===== config.mk =====
export PLATFORM = sky130hd
export DESIGN_NAME = ep_irq_gate
export DESIGN_NICKNAME = d
export VERILOG_FILES = /design/src/rtl/ep_irq_gate.sv
export SDC_FILE = /design/constraint.sdc
export NUM_CORES = 1
export LEC_CHECK = 0
export CAP_MARGIN = 20
export CORE_MARGIN = 8
export CORE_UTILIZATION = 30
export DETAILED_ROUTE_END_ITERATION = 8
export DONT_BUFFER_PORTS = 1
export HOLD_SLACK_MARGIN = 0.02
export PLACE_DENSITY_LB_ADDON = 0.3
export SLEW_MARGIN = 5
export SYNTH_ARGS = -nofsm -noshare
export SYNTH_HDL_FRONTEND = slang
export SYNTH_SLANG_ARGS = --single-unit

===== constraint.sdc =====
create_clock -name clk -period 2.9 [get_ports clk]
set_input_delay 0.58 -clock clk [delete_from_list [all_inputs] [get_ports clk]]
set_output_delay 0.58 -clock clk [all_outputs]
set_load 0.1 [all_outputs]

===== src/rtl/ep_irq_gate.sv =====
module ep_irq_gate #(
  parameter int GRP_W  = 8,
  parameter int NGRP   = 2,
  parameter int DATA_W = 32,
  parameter int ADDR_W = $clog2(NGRP * 8)
) (
  input  logic                    clk,
  input  logic                    rst_n,
  input  logic [GRP_W*NGRP-1:0]   ev_i,
  input  logic                    wr_en,
  input  logic [ADDR_W-1:0]       addr,
  input  logic [DATA_W-1:0]       wdata,
  output logic [DATA_W-1:0]       rdata,
  output logic                    irq_o
);
  localparam int NEP = GRP_W * NGRP;

  logic [NEP-1:0] mask_q, stat_q, clr, set_ok;
  logic           unused_wd;

  assign unused_wd = ^wdata[DATA_W-1:GRP_W];
  assign set_ok    = ev_i & ~mask_q;

  for (genvar g = 0; g < NGRP; g++) begin : g_grp
    localparam logic [ADDR_W-1:0] MOFF = ADDR_W'(g * 4);
    localparam logic [ADDR_W-1:0] SOFF = ADDR_W'((NGRP + g) * 4);

    assign clr[g*GRP_W +: GRP_W] = (wr_en && addr == SOFF) ? wdata[GRP_W-1:0] : '0;

    always_ff @(posedge clk or negedge rst_n)
      if (!rst_n)
        mask_q[g*GRP_W +: GRP_W] <= '1;
      else if (wr_en && addr == MOFF)
        mask_q[g*GRP_W +: GRP_W] <= wdata[GRP_W-1:0];
  end

  always_ff @(posedge clk or negedge rst_n)
    if (!rst_n) begin
      stat_q <= '0;
      irq_o  <= 1'b0;
    end else begin
      stat_q <= (stat_q & ~clr) | set_ok;
      irq_o  <= |stat_q;
    end

  always_comb begin
    rdata = '0;
    for (int g = 0; g < NGRP; g++) begin
      if (addr == ADDR_W'(g * 4))
        rdata[GRP_W-1:0] = mask_q[g*GRP_W +: GRP_W];
      if (addr == ADDR_W'((NGRP + g) * 4))
        rdata[GRP_W-1:0] = stat_q[g*GRP_W +: GRP_W];
    end
  end

  for (genvar i = 0; i < NEP; i++) begin : g_chk
    AST_MASK_BLOCKS_SET: assert property (@(posedge clk) disable iff (!rst_n)
      $rose(stat_q[i]) |-> $past(ev_i[i] && !mask_q[i]));
    AST_EVENT_SETS: assert property (@(posedge clk) disable iff (!rst_n)
      (ev_i[i] && !mask_q[i]) |=> stat_q[i]);
    AST_STATUS_HOLDS: assert property (@(posedge clk) disable iff (!rst_n)
      (stat_q[i] && !clr[i]) |=> stat_q[i]);
    AST_CLEAR_WORKS: assert property (@(posedge clk) disable iff (!rst_n)
      (clr[i] && !(ev_i[i] && !mask_q[i])) |=> !stat_q[i]);
  end

  AST_IRQ_RISE: assert property (@(posedge clk) disable iff (!rst_n)
    (|stat_q) |=> irq_o);
  AST_IRQ_FALL: assert property (@(posedge clk) disable iff (!rst_n)
    !(|stat_q) |=> !irq_o);
  AST_RSV_ZERO: assert property (@(posedge clk) disable iff (!rst_n)
    rdata[DATA_W-1:GRP_W] == '0);
endmodule


Word-level counts from Yosys, hierarchy flattened. Index checks and enable logic that the tools add are counted.

Output and inout bits: 33. Bits in registers: 33. Word-level logic and storage cells: 24. Bits of input ports: 55.

Bitwise gates (word level): 5. Reduce and logical (&&, ||, !) cells: 6. Mux-type cells: 6. Eq/ne operators: 3.

Operators with widths (number): $mux W8 (6); $and A16 B16 Y16 (2); $not A16 Y16 (2); $or A16 B16 Y16 (1); $reduce_or A16 Y1 (1); $eq A4 B4 Y1 const B (2); $eq A4 B3 Y1 const B (1); $logic_and A1 B1 Y1 (4); $logic_not A4 Y1 (1).

Logic depth before layout (Yosys ltp). Gate-level depths: netlist (run 1).

Depth in word-level cells: 6. Gate-level depth with buffers: 5. Mapped depth without buffers: 3.

Least setup slack after synthesis (run 1). OpenSTA, ideal clock, no wires.

Path kind: input to output. Start point: input port addr[2]. End point: output port rdata[3]. Stages on the path: 4. Path buffers: 2. Arrival time: 1.948 ns. Data required time: 2.320 ns. Slack: 0.372 ns. Cell sequence: buf_2 -> clkbuf_1 -> mux4_2 -> and2b_1.

Longest elaborated chain between the ends: 5. Elaborated cells between the ends (all ways): 8. Those cells by class: eq/ne (3); mux (4); reduce/logical (1).

Ends and longest elaborated chain: start, declared (line 11) `input logic [ADDR_W-1:0] addr,`; $logic_not A4 Y1 (line 49) `if (addr == ADDR_W'(g * 4))`; $mux W8 (line 49); $mux W8 (line 51) `if (addr == ADDR_W'((NGRP + g) * 4))`; $mux W8 (line 49); $mux W8 (*) (line 51); end, declared (line 13) `output logic [DATA_W-1:0] rdata,`.

Every way passes the cells marked *; elsewhere a longest branch is shown, timed or not.

Worst setup path after layout (run 1).
Start point: register stat_q[9]. End point: output port rdata[1].

Longest elaborated chain between the ends: 1.

Ends and longest elaborated chain: start, declared (line 18) `logic [NEP-1:0] mask_q, stat_q, clr, set_ok;`; start signal, assigned (line 42) `stat_q <= (stat_q & ~clr) | set_ok;`; $mux W8 (line 51).

No other way between the ends.

==> results of run 1 <==
==> state kept, by name (all words and copies together), names as in the netlist <==
register	count
mask_q	16
stat_q	16
irq_o	1
==> through the flow <==
step	area [sq um]	util, %
after CTS	1990	33.2
after detailed placement	1900	31.7
final	1990	33.2
after global placement	1900	31.7
after global routing	1990	33.2
after floorplan	1960	-
==> how the worst max path moves through the flow <==
stage / start / to / depth (start not counted)
after global placement: addr[1] / mask_q[7] / 3
after global routing: stat_q[13] / rdata[5] / 3
after CTS: stat_q[15] / rdata[7] / 3
after floorplan: addr[2] / rdata[3] / 4
after detailed placement: addr[1] / mask_q[14] / 3
final: stat_q[9] / rdata[1] / 3
==> report_power, final <==
part | total (W) | internal, W | switching, W
Clock | 0.000333 | 0.000170 | 0.000163
Combinational | 0.000334 | 0.0000986 | 0.000235
Sequential | 0.000595 | 0.000556 | 0.0000393
Total | 0.00126 | 0.000825 | 0.000438
==> cell usage in the layout, fill, tap and decap left out <==
cell type,instances
nand2_1,8
buf_4,9
inv_1,16
clkbuf_8,5
dfstp_2,16
clkbuf_1,3
nand2b_1,8
nor4_1,4
and2b_1,8
dfrtp_1,17
nand4_1,1
o21ai_0,32
or2_1,1
nand4bb_1,2
dlygate4sd3_1,1
conb_1,24
nor4b_4,1
mux2_2,16
mux4_2,8
==> routing by layer <==
layer  part of all wire, %  up-vias  routed length (microns)  track usage (%)
met5                     0        -                        0                0
met4                  0.85        0                       37             2.73
met3                    11        5                      461             4.84
met2                    47       46                     2040             15.4
met1                    42      587                     1800             12.3
li1                      -      547                        -                -
==> cell type report <==
| class | count | share of cell area, % |
|---|---|---|
| tap | 75 | 4.71 |
| timing repair buffer | 10 | 3.89 |
| multi-input combinational | 113 | 41.9 |
| inverter | 16 | 3.02 |
| sequential | 33 | 42.5 |
| clock buffer | 8 | 4.02 |
==> logic make-up (layout without fill, tap and decap cells) <==
group | Yosys count | count (layout) | synth area share (%)
buffers and inverters | 47 | 34 | 14.8
DFF | 33 | 33 | 45.2
AOI/OAI and AO/OA | 32 | 32 | 8.56
muxes | 24 | 24 | 19.3
other | 1 | 24 | 0.200
and+or+nand+nor | 33 | 33 | 12.0
==> repair_timing <==
item | in CTS | in global routing
setup endpoints to repair | 0 | 0
buffers inserted | 0 | 0
hold endpoints to repair | 17 | 0
hold buffers | 1 | 0
==> metrics.md, run 1 <==
| Metric | Value |
|---|---|
| Die Ht | `95.0 microns` |
| Clock buffer count from CTS | `5` |
| R2R setup slack | `1.76 ns` |
| Synth Warn # | `0` |
| Antenna violations before repair | `0` |
| Share of cells above drive strength 1 | `30.6%` |
| Top post-synthesis cells by count | `o21ai_0, buf_4, dfrtp_1` |
| Area grow syn2layout | `6.42%` |
| Clk_lat worst skew | `0.28 ns` |
| CTS Sinks | `33` |
| Setup CP Type | `reg -> out` |
| Setup crit end kind | `output port` |
| Final Max Slew Viols | `0` |
| Unrepaired setup endpoints after global routing | `false` |
| Max-slew headroom | `between 40 and 50%` |
| Final setup violating endpoints | `0` |
| Largest cells by area after synthesis | `dfrtp_1, dfstp_2, buf_4, mux2_2, mux4_2` |
| Peak supply drop | `0.000226 V` |
| Max Fclk | `468 MHz` |
| Final #Nets | `between 200 and 250` |
| Fill count | `between 600 and 700` |
| Die width | `between 90 and 100 microns` |
| Synth async-reset ratio | `100%` |
| DR iter-0 viols | `26` |
| Vias per inst | `4.65` |
| Min-delay worst type | `in -> async` |
| Clock root buffer | `clkbuf_8` |
| Storage element area | `846 sq um` |
| Sequential fraction of the synthesis area | `45.2%` |
| Cells along the critical path | `mux4_2 -> and2b_1 -> buf_4` |
| Worst Clk Skew | `about 0.0034 ns` |
| CP max FO | `3` |
| Yosys reg bits | `33` |
| Pwr Density | `~630 nW/um^2` |
| Die area | `9020 sq um` |
| Mapped cell area | `1870 sq um` |
| First-pass GRT wire length | `6.74 mm` |
| RR Startpoint | `stat_q[14]` |
| Initial Util | `31.2%` |
| Yosys cell types | `19` |
| R2R cell count | `2` |
| DP Worst Slack | `0.748 ns` |
| Post-synth EDFFs | `0` |
| Setup_tns | `0 ns` |
| Worst Path Required | `2.32 ns` |
| Synth top area share | `22.7%` |
| Bufs and invs on worst path | `1` |
| Max_cap viols | `0` |
| Min cycle time layout | `2.14 ns` |
| Most numerous cell in the Yosys netlist | `o21ai_0` |
| FP Rows | `28` |
| Largest net degree at the start of global routing | `27` |
| Reg-to-reg endpoint | `irq_o` |
| Period utilisation layout | `73.7%` |
| Syn avg cell area | `11.0 sq um` |
| Min Hold Slack | `between 0.1 and 0.15 ns` |
| CTS tree | `done` |
| Top Ports | `88` |
| DRC violations left | `0` |
| Final Non-Filler Cells | `255` |
| DP Wirelength | `between 3 and 4 mm` |
| Clock Path Buffers | `2` |
| DRT Pass-1 Iters | `4` |
| Routed Antenna Nets | `0` |
| Diodes inserted | `0` |
| Clock Pin Slew Worst Setup and Hold Paths | `approximately 0.070 ns` |
| Cells after synthesis | `170` |
| Worst path slowest cell | `mux4_2` |
| IO buf count | `0` |
| Family with the most delay on the worst path | `multiplexers` |
| Status | `complete, no violations` |
| Post-cts resize count | `0` |
| Design Power | `0.00126 W` |
| Inst Count DP | `roughly 250` |
| GRT overflow | `0` |
| Multi-input gate area | `835 sq um` |
| Placeable Area | `5990 sq um` |
| Via count | `1185` |
| Slew @ Worst Pin | `0.877 ns` |
| Crit path DAT | `1.56 ns` |
| Hold Fails Final Rpt | `0` |
| Critical Path Max Stage Delay | `0.47 ns` |
| Routability cong. | `0.741` |
| Leakage | `0.819 nW` |
| Routed wire length | `between 4 and 5 mm` |
| Leading area contributor after synthesis | `dfrtp_1` |
| H-tree depth | `2` |
| Final worst slack | `0.763 ns` |
| Gr usage total | `around 10%` |
| Synth Flop Type | `dfrtp_1` |
| Routed len/inst | `17.0 microns` |
| Setup crit start kind | `register` |
| Vias in the first global route | `1255` |
Power figures use the tool's default switching activity.
==> run 2: changes to the inputs <==
- clock period: 2.9 -> 2.1 ns (I/O delays scaled with it)
==> run 2 against run 1 <==
Against the previous run:
- die area is the same
- clock skew up 0.00051 ns
- register-to-register slack lost 0.76 ns
- worst setup slack got worse by 0.64 ns
- count of clock-buffer cells in the layout is the same
- cell count up 1.6%
- critical path type unchanged
- largest power group unchanged
==> metrics.md, run 2 (synthesis results as in run 1) <==
| Metric | Value |
|---|---|
| Routed len/inst | `between 15 and 20 microns` |
| Largest net degree at the start of global routing | `34` |
| Max_cap viols | `0` |
| Die area | `9020 sq um` |
| IO buf count | `0` |
| Die width | `95.0 microns` |
| Gr usage total | `roughly a tenth` |
| Worst Clk Skew | `0.00389 ns` |
| Inst Count DP | `249` |
| Cells along the critical path | `mux4_2 -> and2b_2 -> buf_12` |
| Most common cell after layout, fill and taps aside | `o21ai_0` |
| Peak supply drop | `~0.00024 V` |
| DR iter-0 viols | `39` |
| Setup crit end kind | `output port` |
| Initial Util | `31.2%` |
| Top Ports | `between 80 and 90` |
| Period utilisation layout | `93.9%` |
| Clock Path Buffers | `2` |
| Area grow syn2layout | `14.5%` |
| Final Non-Filler Cells | `between 200 and 300` |
| Crit path DAT | `1.55 ns` |
| Diodes inserted | `0` |
| Critical Path Max Stage Delay | `~0.47 ns` |
| Worst Path Required | `approximately 1.7 ns` |
| DRC violations left | `0` |
| Worst path slowest cell | `mux4_2` |
| Clk_lat worst skew | `approximately 0.28 ns` |
| Pwr Density | `836 nW/um^2` |
| Min-delay worst type | `in -> reg` |
| Storage element area | `846 sq um` |
| Setup_tns | `0 ns` |
| Vias in the first global route | `1250` |
| Routed wire length | `between 4 and 5 mm` |
| Antenna violations before repair | `0` |
| Status | `complete, no violations` |
| Biggest registers after layout | `mask_q x16, stat_q x16, irq_o x1` |
| Final #Nets | `approximately 240` |
| Setup crit start kind | `register` |
| H-tree depth | `2` |
| DP Wirelength | `between 3 and 4 mm` |
| Fill count | `610` |
| Placeable Area | `~6000 sq um` |
| Clock buffer count from CTS | `5` |
| Max Fclk | `roughly 510 MHz` |
| FP Rows | `28` |
| Commonest cells after routing, fill and taps aside | `o21ai_0, conb_1, dfrtp_1` |
| Final Max Slew Viols | `0` |
| Design Power | `approximately 0.0018 W` |
| CTS Sinks | `33` |
| Min Hold Slack | `0.272 ns` |
| Multi-input gate area | `843 sq um` |
| CTS tree | `done` |
| Min cycle time layout | `1.97 ns` |
| Hold Fails Final Rpt | `0` |
| Vias per inst | `approximately 4.6` |
| CP max FO | `3` |
| Setup Fix Bufs, Post-CTS | `0` |
| Clock Pin Slew Worst Setup and Hold Paths | `0.07 ns` |
| Final setup violating endpoints | `0` |
| Die Ht | `95.0 microns` |
| Via count | `1200` |
| Routed Antenna Nets | `0` |
| Leakage | `0.865 nW` |
| First-pass GRT wire length | `6.69 mm` |
| GRT overflow | `0` |
| Routability cong. | `0.699` |
| DRT Pass-1 Iters | `5` |
| Share of cells above drive strength 1 | `35.9%` |
| Clock root buffer | `clkbuf_8` |
| Unrepaired setup endpoints after global routing | `false` |
| Setup CP Type | `reg -> out` |
## run 2: cell types whose count changed in the layout (fill, tap and decap cells not counted)
cell / delta
buf_4: -5
buf_12: +9
and2b_1: -7
and2b_2: +7
## run 2: layout make-up
cell class | instances | share of cell area, %
sequential | 33 | 39.5
inverter | 16 | 2.80
clock buffer | 8 | 3.74
multi-input combinational | 113 | 39.3
timing repair buffer | 14 | 10.3
tap | 75 | 4.38
## run 2: final timing paths
check / from / endpoint / slack [ns] / depth (start not counted)
setup / recovery: stat_q[14] / rdata[6] / 0.13 / 3
hold / removal: ev_i[4] / stat_q[4] / 0.27 / 2
setup reg to reg: stat_q[14] / irq_o / 1.00 / 2
hold reg to reg: mask_q[9] / stat_q[9] / 0.53 / 1
max in group asynchronous: rst_n / mask_q[1] / 1.27 / 2
min in group asynchronous: rst_n / stat_q[11] / 0.58 / 2
## run 2: worst max-delay path: cells and delay by family (launching register included)
family	cells	cell delay, ns
AND/OR/NAND/NOR	1	0.23
multiplexers	1	0.47
buffers and inverters	1	0.16
flip-flops	1	0.39
## run 2: power by group
group          switching [W]  internal [W]  leakage (nW)
clock               0.000228      0.000236        0.0395
combinational       0.000338      0.000170         0.507
sequential         0.0000533      0.000767         0.319
total               0.000619       0.00117         0.865
## run 2: per-layer routing
layer / up-vias / GRT usage, % / share of wire, %
li1: 556 / - / -
met1: 593 / 11.5 / 40
met2: 45 / 16.5 / 50
met3: 6 / 3.65 / 9.4
met4: 0 / 3.51 / 0.93
met5: - / 0 / 0
## run 2: per-stage QoR
stage	setup slack (ns)	cell area (sq um)	util [%]
4_1_cts	0.122	2140	35.8
5_1_grt	0.0767	2140	35.8
3_3_place_gp	0.374	2030	33.9
2_1_floorplan	0.0740	1970	-
3_5_place_dp	0.380	2030	33.9
6_report	0.128	2140	35.8
## run 2: repair_timing
action                                 in CTS  in global routing
endpoints found under the hold margin      33                  0
resized for setup                           0                  0
hold buffers                                2                  0
